===== src/rtl/acc_shsub_pkg.sv =====
package acc_shsub_pkg;

  typedef enum logic [1:0] {
    OVF_NONE = 2'b00,
    OVF_POS  = 2'b01,
    OVF_NEG  = 2'b10
  } ovf_kind_e;

  typedef struct packed {
    logic z;
    logic n;
    logic c;
    logic v;
  } flags_t;

endpackage


===== src/rtl/acc_shsub_shaper.sv =====
module acc_shsub_shaper #(
  parameter int ACC_W = 32,
  parameter int OPD_W = 16,
  parameter int SH_W  = 5
) (
  input  logic [OPD_W-1:0] opd,
  input  logic [SH_W-1:0]  shift,
  input  logic             sext_en,
  output logic [ACC_W-1:0] shifted,
  output logic             sh_full
);

  localparam logic [SH_W-1:0] SH_MAX = SH_W'(OPD_W);

  logic [ACC_W-1:0] ext;
  logic [SH_W-1:0]  sh_amt;

  assign ext[OPD_W-1:0] = opd;

  // upper bits copy the operand sign only in sign-extension mode
  generate
    for (genvar i = OPD_W; i < ACC_W; i++) begin : g_ext
      assign ext[i] = sext_en & opd[OPD_W-1];
    end
  endgenerate

  always_comb begin
    sh_amt  = (shift > SH_MAX) ? SH_MAX : shift;
    shifted = ext << sh_amt;
    sh_full = (sh_amt == SH_MAX);
  end

endmodule


===== src/rtl/acc_shsub_arith.sv =====
module acc_shsub_arith
  import acc_shsub_pkg::*;
#(
  parameter int ACC_W = 32
) (
  input  logic [ACC_W-1:0] acc_in,
  input  logic [ACC_W-1:0] sub_in,
  input  logic             sat_en,
  output logic [ACC_W-1:0] result,
  output logic             borrow,
  output ovf_kind_e        ovf_kind
);

  localparam int MSB = ACC_W - 1;
  localparam logic [ACC_W-1:0] SAT_POS = {1'b0, {(ACC_W-1){1'b1}}};
  localparam logic [ACC_W-1:0] SAT_NEG = {1'b1, {(ACC_W-1){1'b0}}};

  logic [ACC_W:0]   diff;
  logic [ACC_W-1:0] wrapped;
  logic             pos_ovf;
  logic             neg_ovf;

  always_comb begin
    diff    = {1'b0, acc_in} - {1'b0, sub_in};
    wrapped = diff[MSB:0];
    borrow  = diff[ACC_W];
    pos_ovf = ~acc_in[MSB] &  sub_in[MSB] &  wrapped[MSB];
    neg_ovf =  acc_in[MSB] & ~sub_in[MSB] & ~wrapped[MSB];

    if (pos_ovf)      ovf_kind = OVF_POS;
    else if (neg_ovf) ovf_kind = OVF_NEG;
    else              ovf_kind = OVF_NONE;

    if (sat_en && pos_ovf)      result = SAT_POS;
    else if (sat_en && neg_ovf) result = SAT_NEG;
    else                        result = wrapped;
  end

endmodule


===== src/rtl/acc_shsub_update.sv =====
module acc_shsub_update
  import acc_shsub_pkg::*;
#(
  parameter int ACC_W = 32,
  parameter int OVC_W = 6
) (
  input  logic [ACC_W-1:0] result,
  input  logic             borrow,
  input  ovf_kind_e        ovf_kind,
  input  logic             sh_full,
  input  logic             sat_en,
  input  flags_t           flags_cur,
  input  logic [OVC_W-1:0] ovc_cur,
  output flags_t           flags_nxt,
  output logic [OVC_W-1:0] ovc_nxt
);

  logic any_ovf;

  always_comb begin
    any_ovf     = (ovf_kind != OVF_NONE);
    flags_nxt.z = (result == '0);
    flags_nxt.n = result[ACC_W-1];
    // full-width shift may only clear carry
    if (sh_full) flags_nxt.c = flags_cur.c & ~borrow;
    else         flags_nxt.c = ~borrow;
    flags_nxt.v = flags_cur.v | any_ovf;

    ovc_nxt = ovc_cur;
    if (!sat_en) begin
      if (ovf_kind == OVF_POS)      ovc_nxt = ovc_cur + OVC_W'(1);
      else if (ovf_kind == OVF_NEG) ovc_nxt = ovc_cur - OVC_W'(1);
    end
  end

endmodule


===== src/rtl/acc_shsub.sv =====
module acc_shsub
  import acc_shsub_pkg::*;
#(
  parameter int ACC_W = 32,
  parameter int OPD_W = 16,
  parameter int OVC_W = 6,
  localparam int SH_W = $clog2(OPD_W + 1)
) (
  input  logic             clk,
  input  logic             rst_n,
  input  logic             op_vld,
  input  logic [OPD_W-1:0] op_data,
  input  logic [SH_W-1:0]  op_shift,
  input  logic             sext_en,
  input  logic             sat_en,
  input  logic             ld_vld,
  input  logic [ACC_W-1:0] ld_acc,
  input  logic             ld_z,
  input  logic             ld_n,
  input  logic             ld_c,
  input  logic             ld_v,
  input  logic [OVC_W-1:0] ld_ovc,
  output logic [ACC_W-1:0] acc,
  output logic             flag_z,
  output logic             flag_n,
  output logic             flag_c,
  output logic             flag_v,
  output logic [OVC_W-1:0] ovf_cnt
);

  // reset: asserted at once, released two edges later
  logic [1:0] rst_pipe;
  logic       rst_q_n;

  always_ff @(posedge clk or negedge rst_n) begin
    if (!rst_n) rst_pipe <= '0;
    else        rst_pipe <= {rst_pipe[0], 1'b1};
  end
  assign rst_q_n = rst_pipe[1];

  logic [ACC_W-1:0] acc_q, acc_d;
  flags_t           flg_q, flg_d;
  logic [OVC_W-1:0] ovc_q, ovc_d;
  logic             upd_en;

  logic [ACC_W-1:0] sub_val;
  logic             sh_full;
  logic [ACC_W-1:0] res_val;
  logic             borrow;
  ovf_kind_e        ovf_kind;
  flags_t           flg_op;
  logic [OVC_W-1:0] ovc_op;

  acc_shsub_shaper #(
    .ACC_W(ACC_W), .OPD_W(OPD_W), .SH_W(SH_W)
  ) u_shaper (
    .opd     (op_data),
    .shift   (op_shift),
    .sext_en (sext_en),
    .shifted (sub_val),
    .sh_full (sh_full)
  );

  acc_shsub_arith #(
    .ACC_W(ACC_W)
  ) u_arith (
    .acc_in   (acc_q),
    .sub_in   (sub_val),
    .sat_en   (sat_en),
    .result   (res_val),
    .borrow   (borrow),
    .ovf_kind (ovf_kind)
  );

  acc_shsub_update #(
    .ACC_W(ACC_W), .OVC_W(OVC_W)
  ) u_update (
    .result    (res_val),
    .borrow    (borrow),
    .ovf_kind  (ovf_kind),
    .sh_full   (sh_full),
    .sat_en    (sat_en),
    .flags_cur (flg_q),
    .ovc_cur   (ovc_q),
    .flags_nxt (flg_op),
    .ovc_nxt   (ovc_op)
  );

  // next-state selection: load wins over an operation
  always_comb begin
    upd_en = ld_vld | op_vld;
    if (ld_vld) begin
      acc_d   = ld_acc;
      flg_d.z = ld_z;
      flg_d.n = ld_n;
      flg_d.c = ld_c;
      flg_d.v = ld_v;
      ovc_d   = ld_ovc;
    end else begin
      acc_d = res_val;
      flg_d = flg_op;
      ovc_d = ovc_op;
    end
  end

  always_ff @(posedge clk or negedge rst_q_n) begin
    if (!rst_q_n) begin
      acc_q <= '0;
      flg_q <= '0;
      ovc_q <= '0;
    end else if (upd_en) begin
      acc_q <= acc_d;
      flg_q <= flg_d;
      ovc_q <= ovc_d;
    end
  end

  assign acc     = acc_q;
  assign flag_z  = flg_q.z;
  assign flag_n  = flg_q.n;
  assign flag_c  = flg_q.c;
  assign flag_v  = flg_q.v;
  assign ovf_cnt = ovc_q;

endmodule


===== config.mk =====
export PLATFORM = sky130hd
export DESIGN_NAME = acc_shsub
export DESIGN_NICKNAME = d
export VERILOG_FILES = /design/src/rtl/acc_shsub_pkg.sv /design/src/rtl/acc_shsub_shaper.sv /design/src/rtl/acc_shsub_arith.sv /design/src/rtl/acc_shsub_update.sv /design/src/rtl/acc_shsub.sv
export SDC_FILE = /design/constraint.sdc
export NUM_CORES = 1
export LEC_CHECK = 0
export BUFFER_PORTS_ARGS = -buffer_cell sky130_fd_sc_hd__buf_2
export CAP_MARGIN = 20
export CORE_MARGIN = 8
export CORE_UTILIZATION = 30
export DETAILED_ROUTE_END_ITERATION = 6
export PLACE_DENSITY = 0.49
export SLEW_MARGIN = 40
export SYNTH_ARGS = -nofsm -noshare
export SYNTH_HDL_FRONTEND = slang
export SYNTH_SLANG_ARGS = --single-unit

===== constraint.sdc =====
create_clock -name clk -period 3.37 [get_ports clk]
set_input_delay 0.337 -clock clk [delete_from_list [all_inputs] [get_ports clk]]
set_output_delay 0.337 -clock clk [all_outputs]
set_load 0.05 [all_outputs]

==> results of run 1 <==
-- cells in the final DEF, fill, tap and decap left out, types with 5 or more instances in the layout --
master / n
a211oi_1: 16
a211oi_2: 6
a21o_1: 12
a21oi_1: 57
a21oi_2: 24
a21oi_4: 8
a31oi_1: 6
buf_12: 8
buf_2: 110
buf_4: 286
buf_6: 15
clkbuf_16: 5
dfrtp_1: 43
ha_1: 31
ha_4: 6
inv_1: 14
mux2_4: 6
mux2i_1: 24
mux2i_2: 10
nand2_1: 91
nand2_2: 7
nand3_1: 10
nor2_1: 68
nor2b_1: 19
nor3_1: 6
nor4_1: 5
o211ai_1: 5
o21a_1: 9
o21ai_0: 18
o21ai_1: 8
o21ai_2: 7
o31ai_1: 31
xnor2_1: 17
xor2_1: 10
-- synth_stat cells (all sizes together), types with 11 or more instances --
master  count
inv        15
xor2       11
xnor2      19
nand3      11
clkbuf     34
nand2      98
a211oi     23
o21ai      33
a21oi      89
o31ai      35
mux2i      37
nor2b      22
a21o       13
buf        18
ha         39
nor2       71
dfrtp      44
-- power by group --
| part | internal, W | switching [W] | leakage [nW] |
|---|---|---|---|
| sequential | 0.000618 | 0.0000981 | 0.522 |
| clock | 0.000354 | 0.000252 | 0.0840 |
| combinational | 0.00209 | 0.00216 | 3.86 |
-- kinds of logic (layout without fill, tap and decap cells) --
family / count (synthesis) / after routing / synth area share, %
AO/OA/AOI/OAI: 255 / 255 / 30.5
XOR/XNOR: 30 / 30 / 4.75
multiplexers: 48 / 48 / 9.01
buffers and inverters: 68 / 446 / 5.71
flip-flops: 44 / 44 / 19.3
AND/OR/NAND/NOR: 255 / 255 / 21.4
adder cells (fa/ha/maj): 41 / 41 / 9.27
other: 1 / 1 / 0.0659
-- metal layers --
layer | global-route usage (%) | up-vias
li1 | - | 3474
met1 | 27.6 | 3353
met2 | 31.8 | 201
met3 | 4.15 | 31
met4 | 4.95 | 2
met5 | 0 | -
-- state kept, by name, indices dropped and copies added (netlist names) --
signal    cells
flag_z        1
flag_v        1
flag_c        1
ovf_cnt       6
rst_pipe      2
flag_n        1
acc          32
-- final cells by class --
cell class / instances / area, um^2
multi-input cells: 630 / 4930
repair buffers: 423 / 3120
clock buffers: 5 / 125
clock inverters: 3 / 47.5
flip-flops and latches: 44 / 1100
inverters: 15 / 56.3
well taps: 234 / 293
fillers: 1813 / 8960
-- per-stage QoR --
stage	hold WS, ns	instances
floorplan	0.0414	742
global placement	0.123	1302
detailed placement	0.124	1302
CTS	0.240	1346
global route	0.252	1354
finish	0.241	1354
-- what timing repair did --
item,4_1_cts,5_1_grt
gates resized for setup,81,47
setup buffers,34,9
hold buffers,1,0
endpoints found under the hold margin,2,0
pin swaps,38,30
cloned,4,0
endpoints found under the setup margin,42,42
-- critical path: stages --
cell and delay, ns:
buf_2 0.10, nor2b_4 0.12, buf_12 0.15, buf_6 0.14, mux2i_1 0.13, o2bb2ai_2 0.22
nand2_1 0.11, mux2i_1 0.20, nand2_1 0.15, ha_4 0.30, nand2_2 0.08, o211ai_1 0.32
nand2_2 0.14, o221ai_4 0.26, a31oi_4 0.14, xnor2_2 0.22, nand2_2 0.11, ha_4 0.22
a21o_1 0.18, a21oi_4 0.13, nor2b_1 0.06, o21a_1 0.18, nor2_1 0.09, nand2_1 0.06
mux2_2 0.27, or3_4 0.33, xnor2_1 0.13, mux2_2 0.26
-- how the worst max path moves through the flow --
stage	start	to	slack, ns	depth (start not counted)
floorplan	op_shift[4]	ovf_cnt[5]	-1.78	27
global route	op_shift[1]	ovf_cnt[5]	-1.84	29
detailed placement	op_shift[4]	ovf_cnt[5]	-2.00	28
CTS	op_shift[1]	ovf_cnt[5]	-1.53	31
finish	op_shift[1]	ovf_cnt[5]	-1.60	28
global placement	op_shift[4]	ovf_cnt[5]	-1.90	28
==> out/results.txt, run 1 <==
r2r endpoint: ovf_cnt[5]
Reg2Reg Setup Slack: -0.69 ns
max layer used: met5
skew final: 0.00458 ns
antenna cell count: 0
Worst VDD drop: 326 uV
Hold Crit Depth: 3
ratio of cells with drive above 1 in the final layout: 50.8%
via count: 7061
initial core utilization: 30.5%
metal3 WL: 1570 um
#FFs+latches synth: 44
PwrDens: 575 mW/mm^2
placed cell area: 0.00849 mm^2
register area share after synthesis: 19.3%
Post-synth EDFFs: 0
Detail Placement HPWL: 18600 um
Slew @ Worst Pin: 0.823 ns
vias in the first global route: 7214
site row count: 50
Critical R2R Launch: acc[28]
syn avg cell area: 7.67 um^2
vias per std cell: 5.21
Area contributors post-synth: dfrtp_1 19%, ha_1 8.6%, a21oi_1 7.7%
Startpoint Class: input pin
All-Layer GR Usage: 20.2%
post-DR wirelength/cell: 18.4 um
area grow syn2layout: 70.0%
Routed Antenna Nets: 0
met2 WL post-DR: 11100 um
Main synth FF type: dfrtp_1
# clock sinks: 44
Post-Syn Instances: 742
final period utilization: 147%
R2R cell count: 19
Yosys top cell by area: dfrtp_1
pre-CTS WS: -2.00 ns
Hold Startpoint: ld_v
Root Buffer: clkbuf_16
worst skew pair latency: 0.30 ns
Final Hold Vio Count: 0
DR DRC count: 0
initial drt markers: 378
setup TNS: -36.33 ns
CTS clk-pin slew, worst paths: 0.07 ns
Rel. slew slack: 45.1%
critical path class: input pin to flop
Cell Area, Synth: 0.00569 mm^2
CTS tree: built
Num CTS Buffers: 5
Die Span Y: 154 um
post-layout util: 51.9%
CTS H-tree depth: 2
failing checks: negative setup slack
port bufs: 110
Post-synth ARST share: 100%
Yosys cell types: 82
min Tclk post-route: 4.97 ns
final worst slack: -1.60 ns
Hold Crit Endpoint: flag_v
Max Slew Vio Count: 0
Yosys top cell area share: 19.3%
core area: 0.0186 mm^2
endpoints failing setup: 42
Die W: 154 um
post-route cell area: 0.00968 mm^2
largest fanout on the critical path: 15
Fmax achieved: 201 MHz
gpl congestion: 0.923
outcome: finished, violations left
clock tree buffer depth: 2
Mapped Nets: 852
Crit path required time: 3.56 ns
DR pass1 iterations: 4
met1 wire length: 11800 um
largest net degree at the start of global routing: 81
WP data arrival: 5.16 ns
Ys Warns: 0
die area: 0.0236 mm^2
Tot Pwr: 0.00557 W
final-stage net count: 1229
total gr overflow: 0
DRT Wirelength: 24800 um
Max Cap Viol: 0
RSZ-0062 raised after global routing: true
initial antenna violation count: 1
worst hold path class: input pin to flop
leakage dissipation: 4.47 nW
num ports: 111
Crit. End Element: flop
first-pass GRT wire length: 38400 um
(Power assumes the default switching activity.)
==> run 2, diff against run 1 <==
--- a/config.mk
+++ b/config.mk
@@ -10,7 +10,7 @@
 export CORE_MARGIN = 8
 export CORE_UTILIZATION = 30
 export DETAILED_ROUTE_END_ITERATION = 6
-export PLACE_DENSITY = 0.49
+export PLACE_DENSITY = 0.46
 export SLEW_MARGIN = 40
 export SYNTH_ARGS = -nofsm -noshare
 export SYNTH_HDL_FRONTEND = slang
==> constraint.sdc (replaced) <==
create_clock -name clk -period 5.9 [get_ports clk]
set_input_delay 0.59 -clock clk [delete_from_list [all_inputs] [get_ports clk]]
set_output_delay 0.59 -clock clk [all_outputs]
set_load 0.05 [all_outputs]
==> run 2 against run 1 <==
  * The flow now finishes without violations
  * Worst setup slack better by 2.0 ns
  * Sequential power down 41%
  * Non-clock buffer count is 260 lower
  * Sequential share of layout area grew 4.7 points
  * Via count decreased by 18%
  * Die area unchanged
  * Routed wire length shrank 18%
  * First-iteration DRC count decreased by 20%
  * Combinational power fell by 64%
  * Critical path type unchanged
  * Largest cell class unchanged
  * Utilization is 15 points lower
==> out/results.txt, run 2 (synthesized netlist as in run 1, its figures left out) <==
vias in the first global route: 5869 (-19%)
Routed Antenna Nets: 0 (unchanged)
most frequent cells in the layout: 110 x buf_2, 98 x nand2_1, 87 x a21oi_1, 70 x nor2_1, 49 x buf_4
initial core utilization: 30.5% (unchanged)
Comb power frac: 68.5% (-7.8 points)
worst hold path class: input pin to asynchronous set/reset pin
total gr overflow: 0 (unchanged)
CTS H-tree depth: 2 (unchanged)
outcome: finished, final reports clean
Num CTS Buffers: 5 (unchanged)
post-layout util: 36.9% (-15 points)
gpl congestion: 0.869 (-5.9%)
final period utilization: 92.7%
RSZ-0062 raised after global routing: false
Reg2Reg Setup Slack: 1.73 ns (+2.42 ns)
port bufs: 110 (unchanged)
Max Slew Vio Count: 0 (unchanged)
Clock power frac: 12.4% (+1.5 points)
WP data arrival: 5.64 ns (+0.48 ns)
post-DR wirelength/cell: 18.6 um (+1.6%)
Crit. End Element: flop
largest net degree at the start of global routing: 82 (+1.2%)
ratio of cells with drive above 1 in the final layout: 24.2% (-27 points)
r2r endpoint: ovf_cnt[5]
PwrDens: 322 mW/mm^2 (-44%)
placed insts: 1085 (-17%)
Crit. Startpoint: op_shift[4]
core area: 0.0186 mm^2 (unchanged)
# clock sinks: 44 (unchanged)
Crit path required time: 6.07 ns (+2.51 ns)
crit path to: ovf_cnt[5]
first-pass GRT wire length: 32700 um (-15%)
Die W: 154 um (unchanged)
Slew @ Worst Pin: 0.775 ns (-0.0475 ns)
initial antenna violation count: 0 (-1)
number of fillers in the final layout: 2060 (+14%)
DRT Wirelength: 20400 um (-18%)
largest fanout on the critical path: 17 (+2)
antenna cell count: 0 (unchanged)
endpoints failing setup: 0 (-100%)
Rel. slew slack: 48.3% (+3.2 points)
CTS clk-pin slew, worst paths: 0.06 ns (about the same)
via count: 5825 (-18%)
All-Layer GR Usage: 17.0% (-3.2 points)
leakage dissipation: 3.01 nW (-33%)
switching pwr: 0.00111 W (-56%)
Final Hold Vio Count: 0 (unchanged)
Startpoint Class: input pin
non-filler instance count after layout: 1094 (-19%)
clock tree buffer depth: 2 (unchanged)
CTS tree: built
DR DRC count: 0 (unchanged)
Worst VDD drop: 144 uV (-56%)
site row count: 50 (unchanged)
initial drt markers: 302 (-20%)
Detail Placement HPWL: 16800 um (-9.8%)
R2R cell count: 19 (unchanged)
area grow syn2layout: 20.7%
Die Span Y: 154 um (unchanged)
DR pass1 iterations: 4 (unchanged)
most common cell after layout, fill and taps aside: buf_2
Tot Pwr: 0.00221 W (-60%)
Critical R2R Launch: acc[1]
Sw Share: 50.3% (+5.3 points)
final-stage net count: 969 (-21%)
die area: 0.0236 mm^2 (unchanged)
min Tclk post-route: 5.47 ns
Max Cap Viol: 0 (unchanged)
max FFs per register: 32 (unchanged)
setup TNS: 0 ns (+36.33 ns)
num ports: 111 (unchanged)
worst skew pair latency: 0.29 ns (about the same)
Root Buffer: clkbuf_16
Fmax achieved: 183 MHz
critical path class: input pin to flop
Seq pwr share: 19.1% (+6.2 points)
vias per std cell: 5.32 (+2.1%)
P_int: 0.00110 W (-64%)
CTS hold repair buffers: 0 (-1)
skew final: 0.00555 ns (+0.000972 ns)
## run 2: cell count changes in the layout (fill, tap and decap cells not counted), moves of 9 or more
cell     change
o21ai_0     +11
buf_4      -237
a21oi_2     -22
mux2i_1     +12
mux2i_2      -9
buf_6       -15
a21oi_1     +30
## run 2: how the worst min path moves through the flow
stage                        endpoint  slack (ns)  cells after the start
after floorplan           rst_pipe[0]        0.29                      0
after global placement    rst_pipe[1]        0.33                      0
after detailed placement  rst_pipe[1]        0.34                      0
after CTS                 rst_pipe[1]        0.06                      1
after global routing      rst_pipe[1]        0.06                      1
final                     rst_pipe[1]        0.07                      1
## run 2: what timing repair did
| item | CTS | global route |
|---|---|---|
| buffers inserted | 0 | 0 |
| setup endpoints to repair | 0 | 1 |
| resized for setup | 0 | 4 |
## run 2: power groups by stage
stage	registers [W]	clock network, W	logic (W)
global placement	0.000431	0	0.00152
finish	0.000422	0.000275	0.00152
detailed placement	0.000429	0	0.00150
global route	0.000431	0.000295	0.00166
floorplan	0.000582	0	0.000923
CTS	0.000424	0.000287	0.00151
## run 2: per-stage QoR
| step | area, um^2 | worst slack (ns) | hold slack, ns |
|---|---|---|---|
| floorplan | 5700 | 0.0961 | 0.294 |
| CTS | 6840 | 0.325 | 0.0607 |
| detailed placement | 6700 | 0.0507 | 0.343 |
| global route | 6870 | 0.0671 | 0.0599 |
| global placement | 6700 | 0.0765 | 0.333 |
| finish | 6870 | 0.429 | 0.0692 |
## run 2: cell type report
type / count / area (um^2) / area share, %
Multi-Input combinational cell: 630 / 4280 / 62.3
Sequential cell: 44 / 1100 / 16.1
Timing Repair Buffer: 163 / 998 / 14.5
Tap cell: 234 / 293 / 4.26
Clock buffer: 7 / 133 / 1.93
Inverter: 15 / 56.3 / 0.820
Clock inverter: 1 / 5.00 / 0.0728
## run 2: critical path: stages
cell	delay, ns
buf_2	0.13
nor2b_1	0.20
buf_12	0.19
mux2i_1	0.08
o21ai_0	0.50
buf_4	0.22
nand3_1	0.14
ha_1	0.43
o21a_1	0.16
o31ai_2	0.09
a21o_2	0.23
o221ai_2	0.22
a31oi_2	0.16
xnor2_2	0.17
nand2_1	0.14
ha_1	0.30
a21o_1	0.16
a21oi_1	0.19
nor2b_1	0.07
o21a_1	0.17
nor2_1	0.08
nand2_1	0.05
mux2_2	0.25
or3_1	0.32
xnor2_1	0.13
mux2_2	0.26
## run 2: metal layers
metal  up-vias  part of all wire [%]  GRT usage (%)
met5         -                     0              0
met4         0                   1.2           3.36
met3        14                   4.2           2.41
met2       121                    42           25.4
met1      2730                    53           25.2
li1       2960                     -              -
==> run 3, diff against run 2 <==
--- a/config.mk
+++ b/config.mk
@@ -10,7 +10,9 @@
 export CORE_MARGIN = 8
 export CORE_UTILIZATION = 30
 export DETAILED_ROUTE_END_ITERATION = 6
-export PLACE_DENSITY = 0.46
+export HOLD_SLACK_MARGIN = 0.1
+export PLACE_DENSITY = 0.47
+export REMOVE_ABC_BUFFERS = 1
 export SLEW_MARGIN = 40
 export SYNTH_ARGS = -nofsm -noshare
 export SYNTH_HDL_FRONTEND = slang
==> constraint.sdc (replaced) <==
create_clock -name clk -period 5 [get_ports clk]
set_input_delay 0.5 -clock clk [delete_from_list [all_inputs] [get_ports clk]]
set_output_delay 0.5 -clock clk [all_outputs]
set_load 0.05 [all_outputs]
==> run 3 against run 2 <==
  * The run now ends with negative setup slack left
  * Flip-flop and latch count stayed put
  * Total power grew 37%
  * Register-to-register slack worse by 0.84 ns
  * Sequential share of layout area shrank 2.8 points
  * Routed wire length increased by 5.9%
  * Combinational power is 44% higher
  * Die area did not move
  * Cell count rose by 13%
  * Highest routed layer unchanged
==> out/results.txt, run 3 (synthesized netlist as in run 1, its figures left out) <==
outcome: finished, violations left
failing checks: negative setup slack
Max Cap Viol: 0 (unchanged)
Routed Antenna Nets: 0 (unchanged)
initial drt markers: 379 (+25%)
Detail Placement HPWL: 17400 um (+3.5%)
Clock power frac: 11.6% (-0.8 points)
Root Buffer: clkbuf_16
worst skew pair latency: 0.30 ns (about the same)
Final Hold Vio Count: 0 (unchanged)
skew final: 0.00504 ns (-0.000509 ns)
Crit path required time: 5.19 ns (-0.88 ns)
non-filler instance count after layout: 1233 (+13%)
initial antenna violation count: 0 (unchanged)
CTS clk-pin slew, worst paths: 0.07 ns (about the same)
largest net degree at the start of global routing: 61 (-26%)
total gr overflow: 0 (unchanged)
Slew @ Worst Pin: 0.624 ns (-0.151 ns)
Startpoint Class: input pin
initial core utilization: 30.5% (unchanged)
most frequent cells in the layout: 182 x buf_4, 109 x buf_2, 94 x nand2_1, 78 x a21oi_1, 68 x nor2_1
RSZ-0062 raised after global routing: true
antenna cell count: 0 (unchanged)
core area: 0.0186 mm^2 (unchanged)
Num CTS Buffers: 5 (unchanged)
die area: 0.0236 mm^2 (unchanged)
num ports: 111 (unchanged)
most common cell after layout, fill and taps aside: buf_4
All-Layer GR Usage: 18.0% (+1.0 points)
DR DRC count: 0 (unchanged)
Max Slew Vio Count: 0 (unchanged)
Die Span Y: 154 um (unchanged)
CTS H-tree depth: 2 (unchanged)
vias per std cell: 5.21 (-2.2%)
placed insts: 1206 (+11%)
Worst VDD drop: 189 uV (+31%)
Comb power frac: 72.1% (+3.6 points)
post-DR wirelength/cell: 17.5 um (-6.0%)
vias in the first global route: 6556 (+12%)
max FFs per register: 32 (unchanged)
Rel. slew slack: 58.4% (+10 points)
Seq pwr share: 16.3% (-2.8 points)
final period utilization: 104%
DRT Wirelength: 21600 um (+5.9%)
port bufs: 110 (unchanged)
Fmax achieved: 192 MHz
Crit. End Element: flop
first-pass GRT wire length: 34400 um (+5.2%)
# clock sinks: 44 (unchanged)
final worst slack: -0.196 ns (-0.625 ns)
site row count: 50 (unchanged)
leakage dissipation: 3.76 nW (+25%)
gpl congestion: 0.880 (+1.3%)
switching pwr: 0.00144 W (+29%)
endpoints failing setup: 1 (+1)
WP data arrival: 5.38 ns (-0.26 ns)
ratio of cells with drive above 1 in the final layout: 40.1% (+16 points)
PwrDens: 366 mW/mm^2 (+14%)
DR pass1 iterations: 7 (+3)
via count: 6419 (+10%)
clock tree buffer depth: 2 (unchanged)
Die W: 154 um (unchanged)
final-stage net count: 1108 (+14%)
pre-CTS WS: -0.850 ns (-0.900 ns)
area grow syn2layout: 45.6%
worst hold path class: flop to asynchronous set/reset pin
largest fanout on the critical path: 7 (-10)
CTS tree: built
Sw Share: 47.5% (-2.9 points)
min Tclk post-route: 5.20 ns
P_int: 0.00160 W (+45%)
critical path class: input pin to flop
-- run 3: critical path: stages --
cell	delay, ns
buf_8	0.11
nor2b_4	0.26
buf_12	0.19
mux2i_2	0.09
mux2i_2	0.19
mux2i_1	0.14
buf_4	0.15
o22ai_1	0.17
nand2_1	0.12
ha_4	0.29
a21oi_1	0.06
o211ai_1	0.25
nand2_1	0.17
o221ai_4	0.26
a31oi_4	0.13
xnor2_2	0.19
nand2_2	0.13
ha_4	0.25
a21o_1	0.16
a21oi_2	0.15
nor2b_1	0.06
o21a_1	0.19
nor2_1	0.10
nand2_1	0.07
mux2_4	0.27
or3_4	0.34
xnor2_2	0.14
mux2_4	0.26
-- run 3: through the flow --
stage	area (um^2)	utilization (%)	hold WS [ns]	setup TNS (ns)	power [W]
after floorplan	5420	-	0.204	-13.55	0.00172
after global placement	7590	40.7	0.287	-1.84	0.00253
after detailed placement	7600	40.8	0.288	-1.93	0.00253
after CTS	8090	43.4	0.363	-0.131	0.00300
after global routing	8290	44.5	0.366	-0.428	0.00326
final	8290	44.5	0.357	-0.196	0.00304
-- run 3: cell type report --
type | instances | area, um^2
tap | 234 | 293
fill | 1923 | 10400
multi-input combinational | 630 | 4640
sequential | 44 | 1100
clock buffer | 6 | 129
clock inverter | 2 | 12.5
timing repair buffer | 302 | 2060
inverter | 15 | 56.3
-- run 3: power by group through the flow --
| stage | combinational, W | sequential (W) | clock (W) |
|---|---|---|---|
| detailed placement | 0.00203 | 0.000501 | 0 |
| global placement | 0.00203 | 0.000502 | 0 |
| global route | 0.00238 | 0.000506 | 0.000374 |
| CTS | 0.00214 | 0.000497 | 0.000366 |
| finish | 0.00219 | 0.000495 | 0.000351 |
| floorplan | 0.00103 | 0.000687 | 0 |
-- run 3: what timing repair did --
item,CTS,global route
buffers inserted,14,4
setup endpoints to repair,2,4
pin swaps,30,25
cloned,1,0
hold buffers,1,0
hold endpoints to repair,2,0
resized for setup,55,34
-- run 3: final timing paths --
path                             startpoint           to  slack (ns)  cells past startpoint
worst max-delay path            op_shift[4]   ovf_cnt[5]       -0.20                     28
worst min-delay path            rst_pipe[1]      acc[27]        0.36                      0
worst max register to register      acc[24]   ovf_cnt[5]        0.89                     20
worst min register to register  rst_pipe[1]      acc[27]        0.36                      0
max in group asynchronous       rst_pipe[1]      acc[13]        4.22                      0
min in group clk                rst_pipe[0]  rst_pipe[1]        0.36                      0
-- run 3: routing by layer --
metal	track usage (%)	up-vias	share of wire [%]
li1	-	3232	-
met1	23.8	2998	47
met2	30.3	171	47
met3	2.89	18	4.6
met4	3.73	0	1.3
met5	0	-	0
